**src/rtl/gp_updown_timer.sv**
```systemverilog
module gp_updown_timer #(
  parameter int W  = 16,
  parameter int CW = 8
) (
  input  logic          clk,
  input  logic          rst_n,
  input  logic          tick_int,
  input  logic          cnt_wr,
  input  logic [W-1:0]  cnt_wdata,
  input  logic          ctl_wr,
  input  logic [CW-1:0] ctl_wdata,
  input  logic          irq_clr,
  input  logic          ext_clk,
  input  logic          ext_gate,
  input  logic          ext_updn,
  output logic [W-1:0]  count_q,
  output logic          out_q,
  output logic          irq
);
  logic [CW-1:0] ctl_q;
  logic [W-1:0]  init_q;
  logic [2:0]    eclk_sh;
  logic [1:0]    gate_sh, dir_sh;

  wire mode_evt   = ctl_q[1:0] == 2'b00;
  wire mode_pulse = ctl_q[1:0] == 2'b01;
  wire clk_tick   = ctl_q[3] ? (eclk_sh[1] & ~eclk_sh[2]) : tick_int;
  wire gate_ok    = ctl_q[4] ? gate_sh[1] : 1'b1;
  wire count_up   = ctl_q[5] ? dir_sh[1] : ctl_q[6];
  wire step       = ctl_q[2] & gate_ok & clk_tick & ~cnt_wr;

  wire [W-1:0] nxt = count_up ? count_q + 1'b1 : count_q - 1'b1;
  wire at_zero  = count_q == '0;
  wire nxt_zero = nxt == '0;
  wire tc_hit   = step & ((mode_evt & ~out_q & (at_zero | nxt_zero)) |
                          (mode_pulse & nxt_zero));

  always_ff @(posedge clk or negedge rst_n)
    if (!rst_n) begin
      eclk_sh <= '0;
      gate_sh <= '0;
      dir_sh  <= '0;
    end else begin
      eclk_sh <= {eclk_sh[1:0], ext_clk};
      gate_sh <= {gate_sh[0], ext_gate};
      dir_sh  <= {dir_sh[0], ext_updn};
    end

  always_ff @(posedge clk or negedge rst_n)
    if (!rst_n)      ctl_q <= '0;
    else if (ctl_wr) ctl_q <= ctl_wdata;

  always_ff @(posedge clk or negedge rst_n)
    if (!rst_n) begin
      count_q <= '0;
      init_q  <= '0;
      out_q   <= 1'b0;
    end else if (cnt_wr) begin
      count_q <= cnt_wdata;
      init_q  <= cnt_wdata;
      out_q   <= 1'b0;
    end else if (step) begin
      if (mode_evt) begin
        if (!at_zero) count_q <= nxt;
        if (tc_hit)   out_q   <= 1'b1;
      end else if (mode_pulse) begin
        count_q <= nxt_zero ? init_q : nxt;
        out_q   <= nxt_zero;
      end
    end

  always_ff @(posedge clk or negedge rst_n)
    if (!rst_n)       irq <= 1'b0;
    else if (tc_hit)  irq <= 1'b1;
    else if (irq_clr) irq <= 1'b0;
endmodule

```
**config.mk**
```make
export PLATFORM = sky130hd
export DESIGN_NAME = gp_updown_timer
export DESIGN_NICKNAME = d
export VERILOG_FILES = /design/src/rtl/gp_updown_timer.sv
export SDC_FILE = /design/constraint.sdc
export NUM_CORES = 1
export LEC_CHECK = 0
export BUFFER_PORTS_ARGS = -buffer_cell sky130_fd_sc_hd__buf_2
export CAP_MARGIN = 10
export CORE_ASPECT_RATIO = 0.7
export CORE_UTILIZATION = 25
export DETAILED_ROUTE_END_ITERATION = 8
export GPL_ROUTABILITY_DRIVEN = 0
export PLACE_DENSITY_LB_ADDON = 0.15
export SYNTH_ARGS = -nofsm -noshare
export SYNTH_HDL_FRONTEND = slang
export SYNTH_SLANG_ARGS = --single-unit
```
**constraint.sdc**
```tcl
create_clock -name clk -period 8.3 [get_ports clk]
set_clock_uncertainty 0.05 [all_clocks]
set_input_delay 0.415 -clock clk [delete_from_list [all_inputs] [get_ports clk]]
set_output_delay 0.415 -clock clk [all_outputs]
set_load 0.005 [all_outputs]
```
Word level (Yosys, flattened, before mapping) --
Cells that the tools add are included.
Cells by class: eq/ne operators 3, mux-type cells 17, reductions and logical operators 8, add/subtract/negate cells 2, bitwise logic cells 13
Operators with widths (number):
- $mux 16 | 7
- $logic_not 16->1 | 2
- $add 16x1->16 const B | 1
- $sub 16x1->16 const B | 1
- $mux 1 | 10
- $and 1x1->1 | 8
- $reduce_and 3->1 | 2
- $reduce_bool 2->1 | 2
- $ne 3x2->1 const B | 1
- $ne 3x3->1 const B | 1
- $not 1->1 | 3
- $reduce_bool 3->1 | 1
- $eq 2x1->1 const B | 1
- $logic_not 2->1 | 1
- $or 1x1->1 | 2
Storage, ports and cells: output and inout port bits 18, flip-flop bits (word level) 48, input port bits 33, logic and storage cells 51

Longest topological paths before layout --
depth in word-level cells 11, depth in mapped cells 12, depth with buffers taken out 11

Worst setup path after synthesis --
Ideal clock, no wire load.
path kind register to register, start point register ctl_q[5], end point register count_q[15], slack 4341 ps, cell stages (with the launch flop) 12, clock period less this slack 3959 ps, data arrival time 3844 ps, library setup time 65 ps, path through dfrtp_1 -> mux2i_1 -> ha_1 -> buf_6 -> a21o_1 -> a221o_1 -> a2111oi_2 -> a311o_2 -> nand3_2 -> or4_1 -> a311o_1 -> nand2_1
Between the ends: longest elaborated chain between the ends 8, elaborated cells on any way between the ends 9
Ends and longest elaborated chain:
- start, declared | line 20 | logic [CW-1:0] ctl_q;
- start signal, assigned | line 51 | else if (ctl_wr) ctl_q <= ctl_wdata;
- $mux 1 (*) | line 29 | wire count_up = ctl_q[5] ? dir_sh[1] : ctl_q[6];
- $mux 16 (*) | line 32 | wire [W-1:0] nxt = count_up ? count_q + 1'b1 : count_q - 1'b1;
- $logic_not 16->1 | line 34 | wire nxt_zero = nxt == '0;
- $mux 16 | line 67 | count_q <= nxt_zero ? init_q : nxt;
- $mux 16 | line 66 | end else if (mode_pulse) begin
- $mux 16 (*) | line 63 | if (mode_evt) begin
- $mux 16 (*) | line 62 | end else if (step) begin
- $mux 16 (*) | line 58 | end else if (cnt_wr) begin
- end signal, assigned | line 59 | count_q <= cnt_wdata;
- end signal, assigned | line 64 | if (!at_zero) count_q <= nxt;
- end signal, assigned | line 67
- end, declared | line 16 | output logic [W-1:0] count_q,
Every way passes the cells marked *; elsewhere a longest branch is shown, timed or not. The select of a mux whose other input is x is not followed. A chain may end at the register's enable or synchronous reset.

Final worst setup path --
start point register ctl_q[5], end point register count_q[8]
The elaborated chain is that of the path after synthesis.

==> impl_metrics.py <==
metrics = {
    "timing": {
        "rsz0062_at_grt": "no",
        "final.period_utilization_pct": 52.03,
        "tightest_slew_ns": 1.148,
        "hold_viol": 0,
        "fin_setup_tns_ns": 0,
        "finalCriticalPeriod_ns": 4.318,
        "fmaxAchievable_ghz": 0.2316,
        "slew_violations": 0,
        "relSlewSlack_pct": 22.88,
        "setup_viol": 0,
    },
    "logic_synthesis": {
        "synth_top_area_share_pct": 39.33,
        "seq_area_frac_synth_pct": 39.33,
        "synthSimpleGateAreaFrac_pct": 18.27,
        "synth_area_um2": 3054,
        "ys_ff_latch": 48,
        "yosys_warnings": 0,
        "synthAdderAreaFrac_pct": 8.029,
        "syn_nets": 386,
        "synth_compound_gate_area_share_pct": 22.20,
        "synth_area_leaders": "dfrtp_1, ha_1, a21oi_1",
        "synth_xor_area_share_pct": 2.827,
        "synth_edf_count": 0,
        "synth.area.mux_share_pct": 4.588,
        "synth_top_family_by_area": "compound AO/OA/AOI/OAI gates",
        "synth_area_per_cell_um2": 9.144,
        "yosysTopAreaCell": "dfrtp_1",
        "synthFlopType": "dfrtp_1",
        "async_flop_share_pct": 100.0,
        "ys_types": 58,
        "netlist_instances": 334,
    },
    "power_and_ir_drop": {
        "ir_drop_v": 0.00008416,
        "power_density_nw_per_um2": 213.7,
        "p_leak_nw": 1.643,
    },
    "placed_design": {
        "dpl.cell_count": 530,
        "port-buffer-count": 49,
        "dp_hpwl_um": 6092,
    },
    "floorplan": {
        "die_w_um": 134.1,
        "die_h_um": 94.48,
        "start_util_pct": 25.86,
        "num_rows": 33,
        "dieArea_um2": 12670,
        "core-area_um2": 11810,
        "pin_count": 51,
    },
    "routing": {
        "vias_per_cell": 4.853,
        "dr.pass1.iters": 4,
        "wl_um": 8245,
        "vias": 2611,
        "wl_per_cell_um": 15.33,
        "drt_iter0_drc": 118,
        "ant_nets": 0,
        "drc_errors": 0,
    },
    "final_layout": {
        "multiInputGateArea_um2": 1719,
        "fill_cells": 1304,
        "area_growth_pct": 19.01,
        "layout.cells.non_filler": 538,
        "layout.nets": 432,
        "seq_area_um2": 1201,
        "drive_gt1_share_pct": 22.83,
        "n_antenna_cell": 0,
    },
    "critical_path": {
        "cp-start-kind": "register",
        "path_cells": "mux2i_2 -> buf_4 -> inv_1 -> fa_1 -> nand3b_1 -> a211oi_1 -> nor3_1 -> nor3b_1 -> o211ai_1 -> nor4_4 -> mux2i_1 -> a21oi_1",
        "startpoint": "ctl_q[5]",
        "crit_path_end_kind": "register",
        "crit_fanout": 19,
        "crit_type": "register to register",
        "crit_path_top_delay_cell": "nor4_4",
        "required_ns": 8.42,
        "r2r_start": "ctl_q[5]",
        "cpPeakStageDelay_ns": 1.00,
        "critPathArrivalTime_ns": 4.44,
    },
    "clocking": {
        "post_cts_resize_count": 0,
        "cts_max_level": 2,
        "cts-hold-fix-buffers": 0,
        "cts-buffers-inserted": 5,
        "ctsRootBufferMaster": "clkbuf_16",
        "post-cts-setup-buffers": 0,
        "cts_num_sinks": 48,
        "cts_tree": "done",
        "clk_latency_ns": 0.29,
        "clock_path_buffers": 2,
        "cts.reportedPaths.clkPinSlew_ns": 0.07,
    },
    "grt": {
        "grt_usage_pct": 13.75,
        "grt.overflow.total": 0,
        "grt_pass1_vias": 2464,
        "grt_pass1_wl_um": 13510,
        "grt_max_degree": 55,
        "antenna_found_initial": 0,
    },
    "job": {
        "maxCapViolCount": 0,
    },
    "worst_hold_path": {
        "hold_path.class": "input port to async pin",
    },
    "status": {
        "status": "finished, final reports clean",
    },
}
metal layers:
layer | wire [um] | GRT usage (%) | up-vias
li1 | - | - | 1293
met1 | 4622 | 21.40 | 1253
met2 | 3202 | 18.91 | 61
met3 | 389 | 3.274 | 4
met4 | 31 | 2.341 | 0
met5 | 0 | 0 | -
cells in the mapped netlist, types with 2 or more instances:
library cell and n:
a21o_1 5, clkbuf_1 9, xor2_1 4, and2_1 2, mux2_2 8, inv_1 21, dfrtp_1 48, o211ai_1 2
a211oi_1 2, o21bai_1 14, ha_1 18, or4_1 2, o21a_1 2, nand3_1 6, nand3b_1 3, or3_1 3
or2_2 3, nor2_1 12, nand4b_1 2, xnor2_1 4, mux2i_1 5, nand2b_1 5, nor2b_1 2, o21ai_0 29
nand2_1 41, nor4_1 5, buf_2 2, a221o_1 2, buf_6 2, a21oi_1 34, nand4_1 4, nor3_1 7
cell type report:
type                    instances  share of cell area [%]
multi-input cells             252                   47.30
flip-flops and latches         48                   33.05
repair buffers                 52                   7.367
well taps                     157                   5.404
clock buffers                   5                   3.442
inverters                      21                   2.169
clock inverters                 3                   1.274
cells in the final DEF (no fill, tap or decap), drive strengths merged, types with 5 or more instances in the layout:
cell type and n:
nand2b 5, clkbuf 5, ha 18, xor2 5, nor2 12, inv 22
a21oi 34, nand3 7, o21ai 29, nand2 41, nor4 6, mux2i 5
dfrtp 48, buf 52, a21o 5, mux2 8, o21bai 14, nor3 7
sequential cells by signal (all words and copies together), names as in the netlist:
name / cells
count_q: 16
ctl_q: 7
dir_sh: 2
eclk_sh: 3
gate_sh: 2
init_q: 16
irq: 1
out_q: 1
cells by family (layout without fill, tap and decap cells):
family,count (synthesis),after routing
fa+ha+maj,19,19
xor+xnor,9,9
simple gates,106,106
flops,48,48
compound gates,105,105
buf+inv,34,81
mux,13,13
through the flow:
stage               util, %  worst slack, ns  hold WS (ns)  total power [mW]  cell area, um2
detailed placement    29.33            3.952        0.2847            0.5426            3463
global route          30.78            3.615        0.1644            0.8289            3635
finish                30.78            3.982        0.1680            0.7769            3635
CTS                   30.78            3.895        0.1657            0.7871            3635
floorplan                 -            4.341       0.06941            0.4658            3054
global placement      29.33            3.977        0.2820            0.5419            3463
path summary, 6_finish.rpt:
check                      slack (ns)  cells after the start          to
max                              3.98                     12  count_q[8]
min                              0.17                      2  count_q[4]
max reg2reg                      3.98                     12  count_q[8]
min reg2reg                      0.30                      0  gate_sh[1]
max in group asynchronous        7.57                      2   init_q[9]
min in group clk                 0.18                      1   dir_sh[0]
power by group:
| part | total (mW) | internal [mW] | switching (mW) |
|---|---|---|---|
| clock | 0.238 | 0.143 | 0.0950 |
| combinational | 0.262 | 0.110 | 0.152 |
| sequential | 0.276 | 0.255 | 0.0211 |
| total | 0.777 | 0.509 | 0.268 |
worst max-delay path: cells and delay by family, from the launching register on:
| family | cells | cell delay (ns) |
|---|---|---|
| flops | 1 | 0.38 |
| compound gates | 3 | 0.81 |
| buf+inv | 2 | 0.38 |
| mux | 2 | 0.49 |
| fa+ha+maj | 1 | 0.40 |
| simple gates | 4 | 1.66 |
Power figures use the tool's default switching activity.
